`src/rtl/idxc_pkg.sv`:
```
package idxc_pkg;

  typedef enum logic [1:0] {
    ZF_LOAD = 2'b00,
    ZF_GATE = 2'b01,
    ZF_CAPT = 2'b10,
    ZF_CLR  = 2'b11
  } zfunc_e;

  typedef struct packed {
    logic load;
    logic clear;
    logic capture;
    logic hold;
  } zact_t;

  localparam int unsigned ZCFG_EN_BIT    = 2;
  localparam int unsigned ZCFG_PULSE_BIT = 1;
  localparam int unsigned ZCFG_POL_BIT   = 0;

endpackage

```
`src/rtl/idxc_zqual.sv`:
```
module idxc_zqual
  import idxc_pkg::*;
#(
  parameter int unsigned SYNC_STAGES = 2
) (
  input  logic        clk,
  input  logic        rst_n,
  input  logic        z_pin,
  input  logic [2:0]  zcfg,
  input  logic [1:0]  zfunc,
  output zact_t       zact
);

  localparam int unsigned LAST = SYNC_STAGES - 1;

  logic [SYNC_STAGES-1:0] sync_q;
  logic [SYNC_STAGES-1:0] sync_d;
  logic                   act_prev_q;
  logic                   act_now;
  logic                   trig;

  // synchronizer chain, length set by parameter
  for (genvar g = 0; g < SYNC_STAGES; g++) begin : g_sync
    if (g == 0) begin : g_head
      assign sync_d[g] = z_pin;
    end else begin : g_tail
      assign sync_d[g] = sync_q[g-1];
    end
  end

  always_ff @(posedge clk or negedge rst_n) begin
    if (!rst_n) begin
      sync_q     <= '0;
      act_prev_q <= 1'b0;
    end else begin
      sync_q     <= sync_d;
      act_prev_q <= act_now;
    end
  end

  always_comb begin
    act_now = zcfg[ZCFG_POL_BIT] ? sync_q[LAST] : ~sync_q[LAST];
    trig    = zcfg[ZCFG_PULSE_BIT] ? (act_now & ~act_prev_q) : act_now;
  end

  always_comb begin
    zact = '0;
    if (zcfg[ZCFG_EN_BIT]) begin
      unique case (zfunc_e'(zfunc))
        ZF_LOAD: zact.load    = trig;
        ZF_GATE: zact.hold    = act_now;
        ZF_CAPT: zact.capture = trig;
        ZF_CLR:  zact.clear   = trig;
        default: zact         = '0;
      endcase
    end
  end

endmodule

```
`src/rtl/idxc_count.sv`:
```
module idxc_count #(
  parameter int unsigned CNT_W = 24
) (
  input  logic             clk,
  input  logic             rst_n,
  input  logic             step_up,
  input  logic             step_dn,
  input  logic             do_load,
  input  logic             do_clear,
  input  logic             do_hold,
  input  logic [CNT_W-1:0] preset,
  output logic [CNT_W-1:0] count
);

  localparam logic [CNT_W-1:0] ONE = {{(CNT_W-1){1'b0}}, 1'b1};

  logic [CNT_W-1:0] count_q;
  logic [CNT_W-1:0] count_d;
  logic             count_en;
  logic             step_any;

  always_comb begin
    step_any = (step_up ^ step_dn) & ~do_hold;
    count_en = do_clear | do_load | step_any;
    if (do_clear) begin
      count_d = '0;
    end else if (do_load) begin
      count_d = preset;
    end else if (step_up) begin
      count_d = count_q + ONE;
    end else begin
      count_d = count_q - ONE;
    end
  end

  always_ff @(posedge clk or negedge rst_n) begin
    if (!rst_n) begin
      count_q <= '0;
    end else if (count_en) begin
      count_q <= count_d;
    end
  end

  assign count = count_q;

endmodule

```
`src/rtl/idxc_hold.sv`:
```
module idxc_hold #(
  parameter int unsigned CNT_W = 24
) (
  input  logic             clk,
  input  logic             rst_n,
  input  logic             preset_wr,
  input  logic [CNT_W-1:0] preset_din,
  input  logic             capture,
  input  logic [CNT_W-1:0] count,
  output logic [CNT_W-1:0] preset_q,
  output logic [CNT_W-1:0] latch_q
);

  logic [CNT_W-1:0] preset_r;
  logic [CNT_W-1:0] latch_r;

  always_ff @(posedge clk or negedge rst_n) begin
    if (!rst_n) begin
      preset_r <= '0;
    end else if (preset_wr) begin
      preset_r <= preset_din;
    end
  end

  // the latch takes the registered count, i.e. the value before this edge
  always_ff @(posedge clk or negedge rst_n) begin
    if (!rst_n) begin
      latch_r <= '0;
    end else if (capture) begin
      latch_r <= count;
    end
  end

  assign preset_q = preset_r;
  assign latch_q  = latch_r;

endmodule

```
`src/rtl/index_counter.sv`:
```
module index_counter
  import idxc_pkg::*;
#(
  parameter int unsigned CNT_W       = 24,
  parameter int unsigned SYNC_STAGES = 2
) (
  input  logic             clk,
  input  logic             rst_n,
  input  logic             cnt_up,
  input  logic             cnt_dn,
  input  logic             z_pin,
  input  logic [2:0]       zcfg,
  input  logic [1:0]       zfunc,
  input  logic             preset_wr,
  input  logic [CNT_W-1:0] preset_din,
  input  logic             cmd_load,
  input  logic             cmd_clear,
  input  logic             cmd_latch,
  output logic [CNT_W-1:0] count_o,
  output logic [CNT_W-1:0] latch_o
);

  logic             rst_meta_q;
  logic             rst_sync_n;
  zact_t            zact;
  logic [CNT_W-1:0] preset_q;
  logic             do_load;
  logic             do_clear;
  logic             do_capture;

  // assert asynchronously, release on the clock
  always_ff @(posedge clk or negedge rst_n) begin
    if (!rst_n) begin
      rst_meta_q <= 1'b0;
      rst_sync_n <= 1'b0;
    end else begin
      rst_meta_q <= 1'b1;
      rst_sync_n <= rst_meta_q;
    end
  end

  idxc_zqual #(.SYNC_STAGES(SYNC_STAGES)) u_zqual (
    .clk   (clk),
    .rst_n (rst_sync_n),
    .z_pin (z_pin),
    .zcfg  (zcfg),
    .zfunc (zfunc),
    .zact  (zact)
  );

  always_comb begin
    do_load    = zact.load    | cmd_load;
    do_clear   = zact.clear   | cmd_clear;
    do_capture = zact.capture | cmd_latch;
  end

  idxc_count #(.CNT_W(CNT_W)) u_count (
    .clk      (clk),
    .rst_n    (rst_sync_n),
    .step_up  (cnt_up),
    .step_dn  (cnt_dn),
    .do_load  (do_load),
    .do_clear (do_clear),
    .do_hold  (zact.hold),
    .preset   (preset_q),
    .count    (count_o)
  );

  idxc_hold #(.CNT_W(CNT_W)) u_hold (
    .clk        (clk),
    .rst_n      (rst_sync_n),
    .preset_wr  (preset_wr),
    .preset_din (preset_din),
    .capture    (do_capture),
    .count      (count_o),
    .preset_q   (preset_q),
    .latch_q    (latch_o)
  );

endmodule

```
`config.mk`:
```
export PLATFORM = sky130hd
export DESIGN_NAME = index_counter
export DESIGN_NICKNAME = d
export VERILOG_FILES = /design/src/rtl/idxc_pkg.sv /design/src/rtl/idxc_zqual.sv /design/src/rtl/idxc_count.sv /design/src/rtl/idxc_hold.sv /design/src/rtl/index_counter.sv
export SDC_FILE = /design/constraint.sdc
export NUM_CORES = 1
export LEC_CHECK = 0
export CAP_MARGIN = 10
export CORE_ASPECT_RATIO = 2
export CORE_MARGIN = 3
export CORE_UTILIZATION = 54
export CTS_BUF_LIST = sky130_fd_sc_hd__clkbuf_4 sky130_fd_sc_hd__clkbuf_8
export DETAILED_ROUTE_END_ITERATION = 10
export GPL_ROUTABILITY_DRIVEN = 0
export PLACE_DENSITY = 0.83
export REMOVE_ABC_BUFFERS = 1
export SLEW_MARGIN = 20
export SYNTH_ARGS = -nofsm -noshare
export SYNTH_HDL_FRONTEND = slang
export SYNTH_SLANG_ARGS = --single-unit
```
`constraint.sdc`:
```
create_clock -name clk -period 3 [get_ports clk]
set_clock_uncertainty 0.2 [all_clocks]
set_input_delay 0.3 -clock clk [delete_from_list [all_inputs] [get_ports clk]]
set_output_delay 0.3 -clock clk [all_outputs]
set_load 0.03 [all_outputs]
```
==> impl_table.tex <==
\begin{tabular}{lr}
\hline
Metric & Value \\
\hline
\multicolumn{2}{l}{\textbf{STA}} \\
\quad Slew of the pin with the lowest slew margin & about 0.95 ns \\
\quad Portion of the clock cycle consumed by the worst path in the final layout & 94.05\% \\
\quad Minimum period implied by the final worst setup slack & 2.821 ns \\
\quad Slew Limit Fails & 0 \\
\quad Final hold violation count & 0 \\
\quad Setup total negative slack & 0 ns \\
\quad Setup repair after global routing missed its margin & false \\
\quad Relative max-transition margin & a little under two fifths \\
\quad Setup violation total in the final timing report & 0 \\
\quad Peak Freq & 0.3544 GHz \\
\quad Final Hold Slack & 0.1497 ns \\
\multicolumn{2}{l}{\textbf{Synthesis}} \\
\quad Post-synth design cell area & 4343 um2 \\
\quad Post-synth EDFFs & 0 \\
\quad Portion of synthesized cell area occupied by the leading cell type & 44.37\% \\
\quad Number of different library cells in the post-synthesis netlist & 58 \\
\quad Top\_reg\_cell synth & sky130\_fd\_sc\_hd\_\_dfrtp\_1 \\
\quad Seq cells post-synth & 77 \\
\quad Warning count from the yosys run & 0 \\
\quad Cell types occupying the most area after synthesis & sky130\_fd\_sc\_hd\_\_dfrtp\_1, sky130\_fd\_sc\_hd\_\_mux2\_2, sky130\_fd\_sc\_hd\_\_ha\_1, sky130\_fd\_sc\_hd\_\_a21oi\_1, sky130\_fd\_sc\_hd\_\_nand2\_1 \\
\quad Mean area per synthesized cell & $\sim$11 um2 \\
\quad Number of instances in the synthesized netlist & 406 \\
\quad Register area share after synthesis & between 40 and 50\% \\
\quad Most numerous cell in the Yosys netlist & sky130\_fd\_sc\_hd\_\_dfrtp\_1 \\
\quad FFs w/ async S/R, synth & 100.0\% \\
\quad Area leader, netlist & sky130\_fd\_sc\_hd\_\_dfrtp\_1 \\
\quad Top post-synthesis cells by count & sky130\_fd\_sc\_hd\_\_dfrtp\_1, sky130\_fd\_sc\_hd\_\_mux2\_2, sky130\_fd\_sc\_hd\_\_a21oi\_1, sky130\_fd\_sc\_hd\_\_nand2\_1, sky130\_fd\_sc\_hd\_\_ha\_1 \\
\multicolumn{2}{l}{\textbf{Power}} \\
\quad Leak Pwr & approximately 2.6 nW \\
\quad Power density relative to cell area & 572.0 nW/um2 \\
\quad Maximum vdd drop & between 0.4 and 0.5 mV \\
\multicolumn{2}{l}{\textbf{Clock network}} \\
\quad Post-cts sizing count & 0 \\
\quad Number of clock sinks & 77 \\
\quad Clock slew at the register clock pins of the worst setup and hold paths & 0.07 ns \\
\quad Number of setup buffers added after CTS & 0 \\
\quad Cell at the root of the clock tree & sky130\_fd\_sc\_hd\_\_clkbuf\_8 \\
\quad Total number of H-tree levels & 3 \\
\quad Clock tree from TritonCTS & yes \\
\quad CTS Buffer Depth & 2 \\
\quad Clock latency on the worst-skew pair & 0.36 ns \\
\quad Num CTS Buffers & 9 \\
\multicolumn{2}{l}{\textbf{Run}} \\
\quad Max-cap check violation count & 0 \\
\multicolumn{2}{l}{\textbf{Global route}} \\
\quad Pin count of the biggest net entering global routing & 76 \\
\quad Via count of the first global-routing pass & just over 4000 \\
\quad GR Util All Layers & 26.69\% \\
\quad Overall overflow remaining after global route & 0 \\
\quad Number of antenna violations at the first check in global routing & 0 \\
\quad Wire length of the first global-routing pass & 19600 um \\
\multicolumn{2}{l}{\textbf{Critical path}} \\
\quad Delay of the slowest critical-path stage & 0.55 ns \\
\quad Data required time of the worst path & about 3 ns \\
\quad Total buffers and inverters traversed by the critical path & 4 \\
\quad Critical path launch point type & input pin \\
\quad Critical path peak fanout & 12 \\
\quad Reg2reg end & u\_count.count[22] \\
\quad Slowest stage cell on the critical path & sky130\_fd\_sc\_hd\_\_clkdlybuf4s50\_1 \\
\quad Critical Path, Cell by Cell & clkdlybuf4s50\_1 -> inv\_1 -> buf\_4 -> ha\_1 -> a21oi\_1 -> o21ai\_0 -> a21oi\_1 -> and3\_1 -> buf\_4 -> xor2\_1 -> o22ai\_1 \\
\quad Logic depth of the worst register-to-register path & 7 \\
\quad Capturing instance or port of the critical path & u\_count.count[13] \\
\quad Critical path depth in cells & 11 \\
\quad Kind of cell adding the most delay to the critical path & buffers and inverters \\
\quad Crit path launch & cnt\_up \\
\quad Setup crit end kind & flip-flop \\
\quad Startpoint of the most critical register-to-register path & u\_count.count[15] \\
\quad Slack of the worst reg-to-reg path & 0.53 ns \\
\quad Critical path data arrival time & 2.86 ns \\
\quad Path type of the worst setup path & input pin to flip-flop \\
\multicolumn{2}{l}{\textbf{Drt}} \\
\quad Routed length per placed instance & 18.57 um \\
\quad Number of vias after detailed routing & 3923 \\
\quad Routed Wire Length & roughly 12000 um \\
\quad Number of DRC violations after detailed routing & 0 \\
\quad Starting DRC count in detailed routing & 216 \\
\quad Routed vias/inst & 6.178 \\
\quad Iteration count of the initial detailed-routing pass & 4 \\
\quad Final antenna-violating net count & 0 \\
\multicolumn{2}{l}{\textbf{Final layout}} \\
\quad Diode count & 0 \\
\quad Layout Area Growth over Synthesis & 34.83\% \\
\quad Sequential Area & 1931 um2 \\
\quad Area of combinational cells with multiple inputs & 2331 um2 \\
\quad Number of nets in the final layout & 599 \\
\quad Share of cells above drive strength 1 & between 20\% and 30\% \\
\quad Filler cells & 549 \\
\multicolumn{2}{l}{\textbf{Floorplan}} \\
\quad Die ar. & slightly above 9000 um2 \\
\quad Row count & 45 \\
\quad Die Wd & 69.42 um \\
\quad Vertical extent of the die & 132.8 um \\
\quad Effective utilization at floorplan & 56.30\% \\
\quad Placeable core region & 7714 um2 \\
\quad I/O pin total & 86 \\
\multicolumn{2}{l}{\textbf{Min path}} \\
\quad Hold Path Depth & 0 \\
\quad Hold crit path type & flip-flop to flip-flop \\
\multicolumn{2}{l}{\textbf{Outcome}} \\
\quad Run status & completed \\
\multicolumn{2}{l}{\textbf{Placed design}} \\
\quad HPWL after DPL & 8735 um \\
\quad Number of I/O port buffers & 85 \\
\hline
\end{tabular}
==> worst min path at each step <==
stage / startpoint / end / slack [ns]
after floorplan: rst_n / rst_meta_q / -0.20
after global placement: u_zqual.sync_q[0] / u_zqual.sync_q[1] / 0.14
after detailed placement: u_zqual.sync_q[0] / u_zqual.sync_q[1] / 0.14
after CTS: u_zqual.sync_q[0] / u_zqual.sync_q[1] / 0.15
after global routing: u_zqual.sync_q[0] / u_zqual.sync_q[1] / 0.17
final: u_zqual.sync_q[0] / u_zqual.sync_q[1] / 0.15
==> cells in the final DEF (no fill, tap or decap), types with 7 or more instances in the layout <==
cell	count
sky130_fd_sc_hd__a21o_1	8
sky130_fd_sc_hd__a21oi_1	40
sky130_fd_sc_hd__a22oi_1	8
sky130_fd_sc_hd__and3_1	7
sky130_fd_sc_hd__buf_4	55
sky130_fd_sc_hd__clkbuf_8	10
sky130_fd_sc_hd__clkdlybuf4s50_1	85
sky130_fd_sc_hd__dfrtp_1	76
sky130_fd_sc_hd__ha_1	22
sky130_fd_sc_hd__mux2_2	49
sky130_fd_sc_hd__nand2_1	29
sky130_fd_sc_hd__nand3_1	7
sky130_fd_sc_hd__nand4_1	8
sky130_fd_sc_hd__nor2_1	18
sky130_fd_sc_hd__o21ai_0	17
sky130_fd_sc_hd__o22ai_1	7
sky130_fd_sc_hd__xnor2_1	12
sky130_fd_sc_hd__xor2_1	7
==> power by group <==
group / internal, mW / switching, mW
registers: 1.17 / 0.123
logic: 0.618 / 0.668
clock network: 0.415 / 0.354
==> sequential cells by signal (all words and copies together), names as in the netlist <==
signal / flops
rst_meta_q: 1
rst_sync_n: 1
u_count.count: 24
u_hold.latch_q: 24
u_hold.preset_q: 24
u_zqual.act_prev_q: 1
u_zqual.sync_q: 2
==> worst register-to-register path, cell delays in order (launching register included) <==
cell                       delay (ns)
sky130_fd_sc_hd__dfrtp_1         0.43
sky130_fd_sc_hd__ha_1            0.31
sky130_fd_sc_hd__and2_1          0.16
sky130_fd_sc_hd__and3_1          0.21
sky130_fd_sc_hd__a221oi_2        0.34
sky130_fd_sc_hd__o21ai_0         0.12
sky130_fd_sc_hd__a221o_1         0.32
sky130_fd_sc_hd__a211o_1         0.27
==> metal layers <==
metal	routed length (um)	GRT usage, %
met2	6336	47.50
met5	0	0
met1	4308	28.69
met4	569	15.00
met3	577	5.703
==> timing repair <==
item | 4_1_cts | 5_1_grt
hold buffers | 1 | 0
setup endpoints to repair | 0 | 0
endpoints found under the hold margin | 2 | 0
==> cell families (layout without fill, tap and decap cells) <==
group,after synthesis,after routing,share of synthesized area (%)
simple gates,85,85,9.651
buf+inv,24,159,2.132
xor+xnor,20,20,4.206
compound gates,126,126,19.82
fa+ha+maj,23,23,6.799
flops,77,77,44.37
other cells,1,1,0.08635
mux,50,50,12.94
==> stage by stage <==
step	util [%]	instances	setup slack [ns]	area [um2]	power (mW)
after CTS	75.91	635	0.2170	5856	3.360
final	75.91	635	0.1785	5856	3.350
after global routing	75.91	635	0.008645	5856	3.521
after floorplan	-	386	0.1253	4265	2.019
after detailed placement	73.35	620	-0.1652	5658	2.587
after global placement	73.35	620	-0.08928	5658	2.542
==> area by class of cell <==
class                      instances  share of cell area, %
timing repair buffer             141                  21.75
clock inverter                     2                 0.5983
sequential                        77                  32.97
inverter                           4                 0.2564
tap                               94                  2.009
clock buffer                      12                  2.607
multi-input combinational        305                  39.81
(Power assumes the default switching activity.)
